File: config.mk
export PLATFORM = sky130hd
export DESIGN_NAME = burst_addr_seq
export DESIGN_NICKNAME = d
export VERILOG_FILES = /design/src/rtl/burst_seq_pkg.sv /design/src/rtl/burst_load_ctl.sv /design/src/rtl/beat_counter.sv /design/src/rtl/order_map.sv /design/src/rtl/burst_addr_seq.sv
export SDC_FILE = /design/constraint.sdc
export NUM_CORES = 1
export LEC_CHECK = 0
export BUFFER_PORTS_ARGS = -buffer_cell sky130_fd_sc_hd__buf_2
export CAP_MARGIN = 10
export CORE_MARGIN = 4
export CORE_UTILIZATION = 47
export CTS_CLUSTER_SIZE = 25
export DETAILED_ROUTE_END_ITERATION = 12
export PLACE_DENSITY = 0.78
export SYNTH_ARGS = -nofsm -noshare
export SYNTH_HDL_FRONTEND = slang
export SYNTH_SLANG_ARGS = --single-unit
export TNS_END_PERCENT = 5
File: constraint.sdc
create_clock -name clk -period 1.2 [get_ports clk]
set_input_delay 0.24 -clock clk [delete_from_list [all_inputs] [get_ports clk]]
set_output_delay 0.24 -clock clk [all_outputs]
set_load 0.02 [all_outputs]
File: src/rtl/burst_seq_pkg.sv
package burst_seq_pkg;
  localparam int BEAT_W = 2;
  typedef logic [BEAT_W-1:0] beat_t;
  typedef enum logic {ORD_LINEAR = 1'b0, ORD_INTERLEAVE = 1'b1} order_e;
endpackage

File: src/rtl/burst_load_ctl.sv
module burst_load_ctl (
  input  logic ctl_ads_n,
  input  logic cpu_ads_n,
  input  logic mst_en,
  input  logic adv_n,
  output logic load,
  output logic step
);
  // The controller strobe is never gated. The processor strobe needs the master enable.
  always_comb begin
    load = !ctl_ads_n || (!cpu_ads_n && mst_en);
    step = !load && !adv_n;
  end
endmodule

File: src/rtl/beat_counter.sv
module beat_counter
  import burst_seq_pkg::*;
(
  input  logic  clk,
  input  logic  rst,
  input  logic  load,
  input  logic  step,
  output beat_t beat
);
  always_ff @(posedge clk) begin
    if (rst)       beat <= '0;
    else if (load) beat <= '0;
    else if (step) beat <= beat + beat_t'(1);
  end


  step_inc_chk: assert property (@(posedge clk) disable iff (rst)
    (!load && step) |=> beat == beat_t'($past(beat) + beat_t'(1)));

  hold_chk: assert property (@(posedge clk) disable iff (rst)
    (!load && !step) |=> $stable(beat));

  load_restart_chk: assert property (@(posedge clk) disable iff (rst)
    load |=> beat == '0);
endmodule

File: src/rtl/order_map.sv
module order_map
  import burst_seq_pkg::*;
(
  input  beat_t  start,
  input  beat_t  beat,
  input  order_e order,
  output beat_t  low
);
  beat_t lin_low, ilv_low;
  always_comb begin
    lin_low = start + beat;
    ilv_low = start ^ beat;
    low = (order == ORD_INTERLEAVE) ? ilv_low : lin_low;
  end


  always_comb begin
    ilv_zero_chk: assert (!(order == ORD_INTERLEAVE && beat == '0) || low == start);
  end
endmodule

File: src/rtl/burst_addr_seq.sv
module burst_addr_seq
  import burst_seq_pkg::*;
#(
  parameter int AW = 19
) (
  input  logic          clk,
  input  logic          rst,
  input  logic [AW-1:0] ext_addr,
  input  logic          ctl_ads_n,
  input  logic          cpu_ads_n,
  input  logic          mst_en,
  input  logic          adv_n,
  input  logic          ilv_sel,
  output logic [AW-1:0] cur_addr
);
  localparam int UP_W = AW - BEAT_W;

  logic          load, step;
  beat_t         beat, low;
  logic [AW-1:0] base_q;
  order_e        order;

  burst_load_ctl u_ctl (
    .ctl_ads_n(ctl_ads_n), .cpu_ads_n(cpu_ads_n), .mst_en(mst_en),
    .adv_n(adv_n), .load(load), .step(step)
  );

  beat_counter u_cnt (
    .clk(clk), .rst(rst), .load(load), .step(step), .beat(beat)
  );

  always_ff @(posedge clk) begin
    if (rst)       base_q <= '0;
    else if (load) base_q <= ext_addr;
  end

  assign order = ilv_sel ? ORD_INTERLEAVE : ORD_LINEAR;

  order_map u_map (
    .start(base_q[BEAT_W-1:0]), .beat(beat), .order(order), .low(low)
  );

  assign cur_addr = {base_q[AW-1:BEAT_W], low};


  ctl_load_chk: assert property (@(posedge clk) disable iff (rst)
    !ctl_ads_n |=> cur_addr == $past(ext_addr));

  cpu_load_chk: assert property (@(posedge clk) disable iff (rst)
    (!cpu_ads_n && mst_en) |=> cur_addr == $past(ext_addr));

  gated_cpu_chk: assert property (@(posedge clk) disable iff (rst)
    (!cpu_ads_n && !mst_en && ctl_ads_n) |=> $stable(cur_addr[AW-1:BEAT_W]));

  upper_hold_chk: assert property (@(posedge clk) disable iff (rst)
    (ctl_ads_n && (cpu_ads_n || !mst_en)) |=> $stable(cur_addr[AW-1:AW-UP_W]));

  suspend_chk: assert property (@(posedge clk) disable iff (rst)
    (ctl_ads_n && (cpu_ads_n || !mst_en) && adv_n && $stable(ilv_sel)) |=> $stable(cur_addr));

  reset_chk: assert property (@(posedge clk) rst |=> cur_addr == '0);
endmodule

==> flow_summary.rst, run 1 <==
.. list-table::
   :header-rows: 1

   * - Metric
     - Value
   * - Starting Density
     - 50.3%
   * - Number of buffer cells added on primary ports
     - 44
   * - Insertion delay of the later-clocked pin in the worst-skew pair
     - 0.29 ns
   * - Final setup violation count
     - 2
   * - Placeable Area
     - 2230 um^2
   * - Inserted Clock Buffers
     - 3
   * - Wire length of the first global-routing pass
     - 3150 um
   * - Number of levels the H-tree was split into
     - 1
   * - Max-cap check violation count
     - 0
   * - Violated checks
     - setup timing
   * - Count of hold buffers inserted by post-cts repair
     - 0
   * - Setup repair after global routing missed its margin
     - true
   * - Overall die area
     - 3230 um^2
   * - NumNets Final
     - 169
   * - Total Power
     - 1410 uW
   * - Number of distinct standard cells referenced by the synthesized netlist
     - 14
   * - P_leak
     - 0.000623 uW
   * - Classification of the worst setup path
     - reg -> out
   * - Remaining routing DRC violations
     - 0
   * - Routed Antenna Nets
     - 0
   * - Root buf cell
     - sky130_fd_sc_hd__clkbuf_4
   * - 1st-iter DRT viols
     - 13
   * - Number of sinks handled by clock tree synthesis
     - 21
   * - Final antenna diode count
     - 0
   * - CTS tree
     - yes
   * - Syn avg cell area
     - 10.0 um^2
   * - Period Utilization, post-route
     - 119%
   * - Routed Wire Length
     - 1920 um
   * - Total global-route track usage
     - 12.0%
   * - Routability congestion estimate
     - 0.685
   * - Maximum clock rate
     - 0.699 GHz
   * - Worst reg2reg setup slack
     - 0.19 ns
   * - Arrival @ worst endpoint
     - 1.19 ns
   * - Critical path fanouts, max
     - 2
   * - Number of global-route vias before repair
     - 758
   * - Pin slew with the least headroom to its limit
     - 0.490 ns
   * - Die Height
     - 56.9 um
   * - Cell family with the largest share of critical-path delay
     - flip-flops
   * - Residual overflow from global routing
     - 0
   * - Relative max-transition margin
     - 67.3%
   * - Number of instances in the synthesized netlist
     - 112
   * - Worst path slowest cell
     - sky130_fd_sc_hd__dfxtp_2
   * - Warnings, synthesis
     - 0
   * - Placed wire-length estimate after detailed placement
     - 1400 um
   * - Final setup slack of the worst path
     - -0.231 ns
   * - Total via count after detailed routing
     - 773
   * - Maximum single-stage delay on the critical path
     - 0.37 ns
   * - Commonest non-fill, non-tap cell in the layout
     - sky130_fd_sc_hd__buf_2
   * - # fillers
     - 208
   * - Run status
     - finished, violations left
   * - Crit. End Element
     - output pin
   * - Detail-routed net length per standard cell
     - 11.3 um
   * - Count of buffer and inverter cells on the critical path
     - 1
   * - Total placed instance area
     - 1240 um^2
   * - Number of vias per cell
     - 4.57
   * - Clock-pin slew reported for the worst setup and hold paths after clock tree synthesis
     - 0.11 ns
   * - Cell chain of the critical path
     - ha_4 -> nor2b_4 -> xnor2_2 -> buf_4
   * - Deepest clock path buffer count
     - 2
   * - Hold violation count in the final report
     - 0
   * - Synthesized Nets
     - 139
   * - Hold Crit Class
     - in -> reg
   * - Seq. cell area
     - 423 um^2
   * - Maximum number of pins on one net before global-route repair
     - 41
   * - Netlist Area Pre-Place
     - 1120 um^2
   * - Fraction of layout instances using a drive strength above 1
     - 43.3%
   * - Horiz. Die Dim
     - 56.9 um
   * - Sequential area share after synthesis
     - 37.5%
   * - Seq cells post-synth
     - 21
   * - Element type at the critical path start
     - flip-flop
   * - Num rows
     - 17
   * - Cell area after layout
     - 1320 um^2
   * - Number of I/O pins
     - 45
   * - Antenna violations before repair
     - 0
   * - Multi-input combinational cell area
     - 568 um^2
   * - Final count of pins violating max slew
     - 0
   * - Layout Skew
     - 0.00151 ns
   * - Worst ir drop on vdd
     - 0.575 mV
   * - Number of detailed-routing iterations run before antenna repair
     - 2
   * - Data required, critical path
     - 0.96 ns
   * - Pwr Density
     - 1070 nW/um^2
   * - Commonest non-fill, non-tap cells in the layout
     - sky130_fd_sc_hd__buf_2 (42), sky130_fd_sc_hd__nand2b_1 (38), sky130_fd_sc_hd__mux2i_1 (19), sky130_fd_sc_hd__dfxtp_1 (19), sky130_fd_sc_hd__buf_4 (5)
   * - Clock period minus final worst setup slack
     - 1.43 ns
   * - Area growth from synthesis to layout
     - 17.3%
## where the power goes
group / leakage, uW / internal [uW] / switching [uW]
logic: 0.000431 / 154 / 157
registers: 0.000174 / 745 / 25.0
clock network: 0.0000177 / 124 / 206
total: 0.000623 / 1020 / 388
## through the flow
step                hold slack [ns]  TNS (ns)  setup WS (ns)  utilization, %  instances
floorplan                     0.392         0         0.0904               -        112
global placement              0.457         0         0.0329            55.6        164
detailed placement            0.466         0         0.0118            55.6        164
CTS                           0.176    -0.293         -0.236            58.6        168
global route                  0.163    -0.404         -0.304            58.9        169
finish                        0.184    -0.279         -0.231            58.9        169
## cells by family after synthesis
group,share of synthesized area (%)
simple gates,25.4
fa+ha+maj,1.11
xor+xnor,2.34
flops,37.5
buf+inv,15.0
compound gates,1.67
mux,16.9
## synthesized netlist by cell type (all sizes together)
cell,number,area share (%)
nor2b,2,1.1
mux2i,19,17
xnor2,3,2.3
clkbuf,4,1.3
ha,1,1.1
nand2b,38,21
buf,19,13
nor4b,1,1.3
a21boi,1,1.7
nor3b,1,1.1
and2b,1,0.67
inv,1,0.33
dfxtp,21,37
## metal layers
| layer | track usage (%) | vias to the layer above | share of wire (%) |
|---|---|---|---|
| li1 | - | 394 | - |
| met1 | 13.9 | 352 | 44 |
| met2 | 20.5 | 25 | 47 |
| met3 | 4.14 | 2 | 8.1 |
| met4 | 3.97 | 0 | 0.84 |
| met5 | 0 | - | 0 |
## layout make-up
class / instances / share of cell area (%)
Tap cell: 28 / 2.66
Multi-Input combinational cell: 67 / 43.2
Inverter: 1 / 0.285
Timing Repair Buffer: 48 / 19.7
Clock inverter: 1 / 0.380
Sequential cell: 21 / 32.1
Clock buffer: 3 / 1.71
## tightest hold or removal path, stage by stage
cell,delay (ns)
sky130_fd_sc_hd__buf_2,0.09
sky130_fd_sc_hd__nand2b_1,0.05
sky130_fd_sc_hd__mux2i_1,0.05
## what timing repair did
action | 4_1_cts | 5_1_grt
gates resized for setup | 10 | 0
setup endpoints to repair | 2 | 2
pin swaps | 1 | 0
setup buffers | 0 | 1
## flip-flops by register name, indices dropped and copies added, names as in the netlist
| signal | flops |
|---|---|
| u_cnt.beat | 2 |
| base_q | 19 |
## final timing paths
kind            startpoint  depth (start not counted)             to
max              base_q[0]                          4    cur_addr[1]
max reg2reg  u_cnt.beat[0]                          4  u_cnt.beat[1]
min reg2reg      base_q[8]                          2      base_q[8]
min            ext_addr[4]                          3      base_q[4]
Note: power is estimated with default switching activity, not from simulation.
==> inputs of run 2 (changes only) <==
--- a/config.mk
+++ b/config.mk
@@ -12,6 +12,7 @@
 export CTS_CLUSTER_SIZE = 25
 export DETAILED_ROUTE_END_ITERATION = 12
 export PLACE_DENSITY = 0.78
+export SKIP_CTS_REPAIR_TIMING = 1
 export SYNTH_ARGS = -nofsm -noshare
 export SYNTH_HDL_FRONTEND = slang
 export SYNTH_SLANG_ARGS = --single-unit
==> run 2 against run 1 <==
Effect of this change:
- the flow still finishes with violations (setup timing)
- via count up 0.26%
- final area unchanged
- die area unchanged
- sequential share of layout area unchanged
- clock skew about the same
- non-clock buffer count unchanged
- power down 0.17%
- sequential power about the same
- core utilization unchanged
- critical path type unchanged
==> flow_summary.rst, run 2 (synthesis gave the netlist of run 1 again) <==
.. list-table::
   :header-rows: 1

   * - Metric
     - Value
   * - Run status
     - finished, violations left
   * - Violated checks
     - setup timing
   * - Arrival @ worst endpoint
     - 1.19 ns
   * - Area growth from synthesis to layout
     - 17.3%
   * - Final setup slack of the worst path
     - -0.229 ns
   * - Placeable Area
     - 2230 um^2
   * - Clock period minus final worst setup slack
     - 1.43 ns
   * - NumNets Final
     - 169
   * - Number of levels the H-tree was split into
     - 1
   * - Critical path fanouts, max
     - 2
   * - Number of I/O pins
     - 45
   * - Final setup violation count
     - 2
   * - Root buf cell
     - sky130_fd_sc_hd__clkbuf_4
   * - Hold Crit Class
     - in -> reg
   * - Total via count after detailed routing
     - 775
   * - Element type at the critical path start
     - flip-flop
   * - Final count of pins violating max slew
     - 0
   * - Data required, critical path
     - 0.96 ns
   * - Detail-routed net length per standard cell
     - 11.0 um
   * - Classification of the worst setup path
     - reg -> out
   * - Die Height
     - 56.9 um
   * - Leading registers by flop count
     - base_q x19, u_cnt.beat x2
   * - Hold violation count in the final report
     - 0
   * - Total Power
     - 1410 uW
   * - Commonest non-fill, non-tap cells in the layout
     - sky130_fd_sc_hd__buf_2 (42), sky130_fd_sc_hd__nand2b_1 (38), sky130_fd_sc_hd__mux2i_1 (19), sky130_fd_sc_hd__dfxtp_1 (19), sky130_fd_sc_hd__buf_4 (5)
   * - Number of buffer cells added on primary ports
     - 44
   * - Num rows
     - 17
   * - Max FFs per register
     - 19
   * - Number of global-route vias before repair
     - 745
   * - Routability congestion estimate
     - 0.685
   * - Clock-pin slew reported for the worst setup and hold paths after clock tree synthesis
     - 0.11 ns
   * - Count of buffer and inverter cells on the critical path
     - 1
   * - Horiz. Die Dim
     - 56.9 um
   * - Wire length of the first global-routing pass
     - 3080 um
   * - Final antenna diode count
     - 0
   * - Relative max-transition margin
     - 68.0%
   * - Period Utilization, post-route
     - 119%
   * - CTS tree
     - yes
   * - Routed Antenna Nets
     - 0
   * - Cell family with the largest share of critical-path delay
     - flip-flops
   * - Max-cap check violation count
     - 0
   * - Number of sinks handled by clock tree synthesis
     - 21
   * - Pin slew with the least headroom to its limit
     - 0.480 ns
   * - Setup repair after global routing missed its margin
     - true
   * - Inserted Clock Buffers
     - 3
   * - Total global-route track usage
     - 11.7%
   * - Layout Skew
     - 0.00151 ns
   * - Pwr Density
     - 1070 nW/um^2
   * - Cell chain of the critical path
     - ha_4 -> nor2b_4 -> xnor2_2 -> buf_4
   * - Maximum clock rate
     - 0.700 GHz
   * - Fraction of layout instances using a drive strength above 1
     - 43.3%
   * - Crit. End Element
     - output pin
   * - Commonest non-fill, non-tap cell in the layout
     - sky130_fd_sc_hd__buf_2
   * - Residual overflow from global routing
     - 0
   * - Number of detailed-routing iterations run before antenna repair
     - 2
   * - Routed Wire Length
     - 1870 um
   * - Register with the highest flop count
     - base_q
   * - Worst path slowest cell
     - sky130_fd_sc_hd__dfxtp_2
   * - 1st-iter DRT viols
     - 16
   * - Placed wire-length estimate after detailed placement
     - 1400 um
   * - Antenna violations before repair
     - 0
   * - Remaining routing DRC violations
     - 0
   * - Worst ir drop on vdd
     - 0.571 mV
   * - Number of vias per cell
     - 4.59
   * - Maximum single-stage delay on the critical path
     - 0.37 ns
   * - Maximum number of pins on one net before global-route repair
     - 41
   * - Deepest clock path buffer count
     - 2
   * - P_leak
     - 0.000623 uW
   * - Sum Neg Setup Slack
     - -0.271 ns
   * - Starting Density
     - 50.3%
   * - Overall die area
     - 3230 um^2
   * - Insertion delay of the later-clocked pin in the worst-skew pair
     - 0.29 ns
## run 2: cell counts in the layout (fill, tap and decap cells not counted)
Identical to the previous run, type by type.
## run 2: metrics by stage
step | utilization [%] | setup WS [ns] | hold WS [ns] | cells | cell area, um^2
after floorplan | - | 0.0904 | 0.392 | 112 | 1130
after global routing | 58.9 | -0.302 | 0.163 | 169 | 1320
after CTS | 56.9 | -0.332 | 0.176 | 168 | 1270
final | 58.9 | -0.229 | 0.184 | 169 | 1320
after global placement | 55.6 | 0.0329 | 0.457 | 164 | 1240
after detailed placement | 55.6 | 0.0118 | 0.466 | 164 | 1240
## run 2: report_power, final
part / switching, uW / internal (uW) / total (uW) / leakage [uW]
Clock: 205 / 124 / 329 / 0.0000177
Sequential: 24.8 / 745 / 769 / 0.000174
Combinational: 156 / 154 / 310 / 0.000431
Total: 386 / 1020 / 1410 / 0.000623
## run 2: per-layer routing
layer  vias up  part of all wire (%)  GRT usage (%)
met5         -                     0              0
li1        394                     -              -
met2        25                    48           20.0
met3         2                   8.4           4.14
met1       354                    43           13.5
met4         0                  0.86           3.97
## run 2: final timing paths
| check | from | end | slack [ns] | depth (start not counted) |
|---|---|---|---|---|
| setup / recovery | base_q[0] | cur_addr[1] | -0.23 | 4 |
| hold / removal | ext_addr[4] | base_q[4] | 0.18 | 3 |
| setup reg to reg | u_cnt.beat[0] | u_cnt.beat[1] | 0.19 | 4 |
| hold reg to reg | base_q[8] | base_q[8] | 0.48 | 2 |
## run 2: cell type report
type | count | area [um^2]
clock buffers | 3 | 22.5
clock inverters | 1 | 5.00
fillers | 208 | 917
inverters | 1 | 3.75
multi-input cells | 67 | 568
flip-flops and latches | 21 | 423
well taps | 28 | 35.0
repair buffers | 48 | 259
## run 2: worst min-delay path: stages
cell and delay, ns:
sky130_fd_sc_hd__buf_2 0.09, sky130_fd_sc_hd__nand2b_1 0.05, sky130_fd_sc_hd__mux2i_1 0.05
